$ cat config.mk
export PLATFORM = sky130hd
export DESIGN_NAME = alu_flags_unit
export DESIGN_NICKNAME = d
export VERILOG_FILES = /design/src/rtl/alu_flags_pkg.sv /design/src/rtl/alu_add_core.sv /design/src/rtl/alu_logic_core.sv /design/src/rtl/alu_shift_core.sv /design/src/rtl/alu_flags_unit.sv
export SDC_FILE = /design/constraint.sdc
export NUM_CORES = 1
export LEC_CHECK = 0
export BUFFER_PORTS_ARGS = -buffer_cell sky130_fd_sc_hd__buf_4
export CAP_MARGIN = 20
export CORE_UTILIZATION = 50
export CTS_BUF_LIST = sky130_fd_sc_hd__clkbuf_4
export DETAILED_ROUTE_END_ITERATION = 10
export GPL_ROUTABILITY_DRIVEN = 0
export HOLD_SLACK_MARGIN = 0.1
export PLACE_DENSITY = 0.72
export RECOVER_POWER = 25
export SYNTH_ARGS = -nofsm -noshare
export SYNTH_HDL_FRONTEND = slang
export SYNTH_HIERARCHICAL = 1
export SYNTH_SLANG_ARGS = --single-unit
$ cat constraint.sdc
create_clock -name clk -period 5.5 [get_ports clk]
set_clock_uncertainty 0.05 [all_clocks]
set_input_delay 0.825 -clock clk [delete_from_list [all_inputs] [get_ports clk]]
set_output_delay 0.825 -clock clk [all_outputs]
set_load 0.05 [all_outputs]
$ cat src/rtl/alu_flags_pkg.sv
package alu_flags_pkg;

    localparam int STATUS_W = 8;

    localparam int FLAG_C = 0;
    localparam int FLAG_Z = 1;
    localparam int FLAG_I = 2;
    localparam int FLAG_D = 3;
    localparam int FLAG_B = 4;
    localparam int FLAG_U = 5;
    localparam int FLAG_V = 6;
    localparam int FLAG_N = 7;

    typedef enum logic [4:0] {
        OP_ADC     = 5'd0,
        OP_SBC     = 5'd1,
        OP_CMP     = 5'd2,
        OP_AND     = 5'd3,
        OP_ORA     = 5'd4,
        OP_EOR     = 5'd5,
        OP_BIT     = 5'd6,
        OP_ASL     = 5'd7,
        OP_LSR     = 5'd8,
        OP_ROL     = 5'd9,
        OP_ROR     = 5'd10,
        OP_INC     = 5'd11,
        OP_DEC     = 5'd12,
        OP_LOAD    = 5'd13,
        OP_SETC    = 5'd14,
        OP_CLRC    = 5'd15,
        OP_CLRV    = 5'd16,
        OP_RESTORE = 5'd17
    } alu_op_e;

endpackage

$ cat src/rtl/alu_add_core.sv
module alu_add_core #(
    parameter int W = 8
) (
    input  logic [W-1:0] a_in,
    input  logic [W-1:0] b_in,
    input  logic         invert_b,
    input  logic         carry_in,
    output logic [W-1:0] sum_out,
    output logic         carry_out,
    output logic         ovf_out
);
    logic [W-1:0] b_eff;
    logic [W:0]   full;

    always_comb begin
        b_eff     = invert_b ? ~b_in : b_in;
        full      = {1'b0, a_in} + {1'b0, b_eff} + {{W{1'b0}}, carry_in};
        sum_out   = full[W-1:0];
        carry_out = full[W];
        // operands agree in sign, sum disagrees
        ovf_out   = (a_in[W-1] == b_eff[W-1]) && (full[W-1] != a_in[W-1]);
    end
endmodule

$ cat src/rtl/alu_logic_core.sv
module alu_logic_core
    import alu_flags_pkg::*;
#(
    parameter int W = 8
) (
    input  alu_op_e      sel,
    input  logic [W-1:0] a_in,
    input  logic [W-1:0] m_in,
    output logic [W-1:0] res_out
);
    always_comb begin
        unique case (sel)
            OP_AND, OP_BIT: res_out = a_in & m_in;
            OP_ORA:         res_out = a_in | m_in;
            OP_EOR:         res_out = a_in ^ m_in;
            OP_LOAD:        res_out = m_in;
            default:        res_out = a_in;
        endcase
    end
endmodule

$ cat src/rtl/alu_shift_core.sv
module alu_shift_core
    import alu_flags_pkg::*;
#(
    parameter int W = 8
) (
    input  alu_op_e      sel,
    input  logic [W-1:0] val_in,
    input  logic         carry_in,
    output logic [W-1:0] res_out,
    output logic         carry_out
);
    localparam logic [W-1:0] ONE = {{(W-1){1'b0}}, 1'b1};

    always_comb begin
        unique case (sel)
            OP_ASL: begin
                res_out   = {val_in[W-2:0], 1'b0};
                carry_out = val_in[W-1];
            end
            OP_LSR: begin
                res_out   = {1'b0, val_in[W-1:1]};
                carry_out = val_in[0];
            end
            OP_ROL: begin
                res_out   = {val_in[W-2:0], carry_in};
                carry_out = val_in[W-1];
            end
            OP_ROR: begin
                res_out   = {carry_in, val_in[W-1:1]};
                carry_out = val_in[0];
            end
            OP_INC: begin
                res_out   = val_in + ONE;
                carry_out = carry_in;
            end
            OP_DEC: begin
                res_out   = val_in - ONE;
                carry_out = carry_in;
            end
            default: begin
                res_out   = val_in;
                carry_out = carry_in;
            end
        endcase
    end
endmodule

$ cat src/rtl/alu_flags_unit.sv
module alu_flags_unit
    import alu_flags_pkg::*;
#(
    parameter int                    DATA_W     = 8,
    parameter logic [STATUS_W-1:0]   STATUS_RST = 8'h34
) (
    input  logic                 clk,
    input  logic                 rst_n,
    input  logic [4:0]           op_sel,
    input  logic [DATA_W-1:0]    reg_in,
    input  logic [DATA_W-1:0]    mem_in,
    input  logic                 flag_we,
    output logic [DATA_W-1:0]    result,
    output logic [STATUS_W-1:0]  status_next,
    output logic [STATUS_W-1:0]  status_q
);
    localparam int MSB = DATA_W - 1;

    alu_op_e          op_e;
    logic             add_invert;
    logic             add_cin;
    logic [MSB:0]     add_sum;
    logic             add_cout;
    logic             add_ovf;
    logic [MSB:0]     logic_res;
    logic [MSB:0]     shift_res;
    logic             shift_cout;

    assign op_e       = alu_op_e'(op_sel);
    assign add_invert = (op_e != OP_ADC);
    assign add_cin    = (op_e == OP_CMP) ? 1'b1 : status_q[FLAG_C];

    alu_add_core #(.W(DATA_W)) u_add (
        .a_in      (reg_in),
        .b_in      (mem_in),
        .invert_b  (add_invert),
        .carry_in  (add_cin),
        .sum_out   (add_sum),
        .carry_out (add_cout),
        .ovf_out   (add_ovf)
    );

    alu_logic_core #(.W(DATA_W)) u_logic (
        .sel     (op_e),
        .a_in    (reg_in),
        .m_in    (mem_in),
        .res_out (logic_res)
    );

    alu_shift_core #(.W(DATA_W)) u_shift (
        .sel       (op_e),
        .val_in    (reg_in),
        .carry_in  (status_q[FLAG_C]),
        .res_out   (shift_res),
        .carry_out (shift_cout)
    );

    // status register process
    always_ff @(posedge clk or negedge rst_n) begin
        if (!rst_n) begin
            status_q <= STATUS_RST;
        end else if (flag_we) begin
            status_q <= status_next;
        end
    end

    // output process
    always_comb begin
        result      = reg_in;
        status_next = status_q;
        unique case (op_e)
            OP_ADC, OP_SBC: begin
                result              = add_sum;
                status_next[FLAG_C] = add_cout;
                status_next[FLAG_Z] = (add_sum == '0);
                status_next[FLAG_V] = add_ovf;
                status_next[FLAG_N] = add_sum[MSB];
            end
            OP_CMP: begin
                status_next[FLAG_C] = add_cout;
                status_next[FLAG_Z] = (reg_in == mem_in);
                status_next[FLAG_N] = add_sum[MSB];
            end
            OP_AND, OP_ORA, OP_EOR, OP_LOAD: begin
                result              = logic_res;
                status_next[FLAG_Z] = (logic_res == '0);
                status_next[FLAG_N] = logic_res[MSB];
            end
            OP_BIT: begin
                status_next[FLAG_Z] = (logic_res == '0);
                status_next[FLAG_V] = mem_in[MSB-1];
                status_next[FLAG_N] = mem_in[MSB];
            end
            OP_ASL, OP_LSR, OP_ROL, OP_ROR: begin
                result              = shift_res;
                status_next[FLAG_C] = shift_cout;
                status_next[FLAG_Z] = (shift_res == '0);
                status_next[FLAG_N] = shift_res[MSB];
            end
            OP_INC, OP_DEC: begin
                result              = shift_res;
                status_next[FLAG_Z] = (shift_res == '0);
                status_next[FLAG_N] = shift_res[MSB];
            end
            OP_SETC: status_next[FLAG_C] = 1'b1;
            OP_CLRC: status_next[FLAG_C] = 1'b0;
            OP_CLRV: status_next[FLAG_V] = 1'b0;
            OP_RESTORE: begin
                status_next         = mem_in[STATUS_W-1:0];
                status_next[FLAG_B] = 1'b0;
                status_next[FLAG_U] = 1'b0;
            end
            default: begin
                result      = reg_in;
                status_next = status_q;
            end
        endcase
    end
endmodule

==> flow_metrics.py <==
metrics = {
    "floorplan": {
        "start_util": 0.519,
        "num_rows": 27,
        "io_pins": 48,
        "core_um2": 5540,
        "die_w_um": 77.9,
        "fp.dieH_um": 77.9,
        "die_area_um2": 6060,
    },
    "drt": {
        "ant_nets": 0,
        "drt_first_pass_iters": 7,
        "wl_per_cell_um": 17.9,
        "viasPerCell": 6.40,
        "drc": 0,
        "detail_route.wirelength_mm": 8.90,
        "drt_iter0_markers": 340,
        "route.vias.total": 3185,
    },
    "run_status": {
        "outcome": "complete, no violations",
    },
    "yosys": {
        "synthCells": 382,
        "synth_nets": 438,
        "synthArstFlopShare": 1.00,
        "yosys_register_bits": 8,
        "syn_area_um2": 2880,
        "netlist.area_leader.share": 0.126,
        "yosysSeqAreaShare": 0.0709,
        "synth_top_cell_by_area": "ha_1",
        "synth.distinct_cells": 79,
        "synthFlopType": "dfrtp_1",
        "synth_edf_count": 0,
        "yosysWarnings": 6,
        "syn_avg_cell_area_um2": 7.53,
        "synth_area_leaders": "ha_1 13%, xor2_1 6.4%, inv_1 4.6%",
    },
    "setup_path": {
        "cp.arrival_ns": 4.36,
        "rr_worst_depth": 13,
        "r2r_setup_slack_ns": 2.04,
        "worst-path-max-fanout": 12,
        "crit_type": "primary input to primary output",
        "r2r-start": "status_q[0]",
        "cp-start-kind": "primary input",
        "r2r_end": "status_q[0]",
        "cp-end-kind": "primary output",
        "cp.required_ns": 4.62,
    },
    "finish": {
        "drive_gt1_frac": 0.211,
        "largest_registers": "status_q x8",
        "top_register": "status_q",
        "regArea_um2": 204,
        "fillers": 545,
        "fin_cells": 498,
        "multi_input_area_um2": 2420,
        "antenna_cells": 0,
        "area_delta_synth_final_pct": 15.5,
        "largest_reg_flops": 8,
        "utilization": 0.600,
        "fin_nets": 483,
    },
    "sta": {
        "finalWorstPathRequiredPeriod_ns": 5.24,
        "slew_headroom": 0.481,
        "fin_crit_sh": 0.952,
        "setup_slack_ns": 0.263,
        "finalSetupViolations": 0,
        "hold_violations": 0,
        "fmax_ghz": 0.191,
        "hold_ws_ns": 0.425,
        "worstMarginPinSlew_ns": 0.779,
        "setup_tns_ns": 0,
        "final_max_slew_viol_count": 0,
    },
    "placement": {
        "dp_hpwl_mm": 6.71,
        "port_buffers": 47,
        "dp.cells": 489,
        "place_ws_ns": 0.204,
    },
    "clocking": {
        "cts_tree": "yes",
        "htreeDepth": 1,
        "cts_hold_buf": 0,
        "clkTransAtPathRegs_ns": 0.07,
        "cts-buffers-inserted": 3,
        "clkSinkCount": 8,
        "clk_path_buf_depth": 2,
        "insertion_delay_ns": 0.27,
        "cts-root-buf": "clkbuf_4",
    },
    "power": {
        "power_density_nw_per_um2": 160,
        "power_frac_comb": 0.749,
        "power_switching_w": 0.000290,
        "leakagePower_nw": 1.49,
        "switching_share": 0.545,
        "p_int_w": 0.000242,
        "clkPwrFrac": 0.104,
        "ir_drop_mv": 0.138,
        "seq_power_share": 0.146,
    },
    "global_route": {
        "grt_max_degree": 29,
        "grt_pass1_wl_mm": 14.0,
        "grt_pass1_vias": 2795,
        "track_usage": 0.293,
        "grt.overflow.total": 0,
        "antenna_found_initial": 0,
    },
    "flow_run": {
        "cap_viol_max_count": 0,
    },
    "min_path": {
        "hold_class": "primary input to async pin",
    },
}
-- metrics by stage --
stage	power, W	area [um^2]
after detailed placement	0.000471	3260
after global placement	0.000466	3260
after CTS	0.000529	3290
final	0.000532	3320
after global routing	0.000565	3320
after floorplan	0.000355	2880
-- cells in the mapped netlist (6+ instances only) --
library cell	instances
a21oi_1	16
a222oi_1	11
a22oi_1	10
a31oi_1	8
buf_2	8
clkbuf_1	6
ha_1	29
inv_1	35
nand2_1	31
nand3_1	6
nor2_1	24
nor2b_1	8
nor3_1	10
nor4_1	9
o21ai_0	20
xor2_1	21
-- worst max path at each step --
stage / start / endpoint / slack, ns / cells after the start
floorplan: op_sel[1] / status_next[0] / 0.14 / 17
global placement: op_sel[0] / status_next[1] / 0.22 / 16
detailed placement: op_sel[0] / status_next[1] / 0.20 / 16
CTS: op_sel[0] / status_next[1] / 0.18 / 16
global route: op_sel[0] / status_next[1] / -0.02 / 16
finish: op_sel[2] / status_next[0] / 0.26 / 17
-- power by group through the flow --
stage          sequential (W)  combinational (W)  clock (W)
3_3_place_gp        0.0000785           0.000387          0
6_report            0.0000778           0.000398  0.0000555
2_1_floorplan        0.000107           0.000248          0
5_1_grt             0.0000790           0.000424  0.0000611
4_1_cts             0.0000775           0.000394  0.0000572
3_5_place_dp        0.0000785           0.000393          0
-- area by class of cell --
cell class                      count  share of cell area
Inverter                           35              0.0407
Sequential cell                     8              0.0614
Tap cell                           72              0.0271
Clock buffer                        4             0.00904
Multi-Input combinational cell    319               0.730
Timing Repair Buffer               60               0.132
-- repair_timing --
action	4_1_cts	5_1_grt
setup endpoints to repair	0	1
gates resized for setup	0	2
buffers inserted	0	5
-- cell usage in the layout (no fill, tap or decap), types with 3 or more instances in the layout --
master     instances
nand3_1            6
fa_1               3
or2b_1             3
clkbuf_4           4
a22oi_1           10
o21ai_0           20
ha_1              29
xnor2_1            3
mux2i_1            3
nor3_1            10
a21oi_1           16
or3b_2             3
nor2_1            24
a211oi_1           3
nor4_1             9
mux2_2             5
inv_1             34
nand2_1           31
dfrtp_1            5
a21oi_2            3
nand2b_1           4
a211o_1            4
nand4bb_1          4
and2_1             3
dfstp_2            3
buf_4             57
nor2b_1            8
xor2_1            21
o21a_1             5
clkbuf_1           3
or3b_1             3
nand3b_1           4
a221o_1            5
a222oi_1          11
a21o_1             4
a31oi_1            8
-- layer usage --
metal  routed length (um)  share of wire  GRT usage
met5                    0              0          0
met2                 4100           0.46      0.463
met4                  277          0.031      0.108
met3                  631          0.071     0.0294
met1                 3890           0.44      0.407
-- cell families after synthesis --
logic type      after synthesis  share of synthesized area
compound gates              119                      0.313
mux                           9                     0.0352
simple gates                135                      0.273
xor+xnor                     24                     0.0731
fa+ha+maj                    32                      0.147
buf+inv                      55                     0.0883
flops                         8                     0.0709
-- critical path, stage by stage --
cell      delay [ns]
buf_4           0.15
nor2_1          0.15
nor4bb_1        0.36
or2_2           0.17
inv_1           0.05
fa_1            0.44
fa_1            0.43
nor2b_1         0.17
o31a_1          0.20
o31ai_1         0.10
a21oi_1         0.18
or3b_2          0.45
a21oi_1         0.13
a21oi_1         0.04
or2_1           0.23
nand3_1         0.09
buf_4           0.20
No activity file was read; power rests on OpenSTA's default activity.
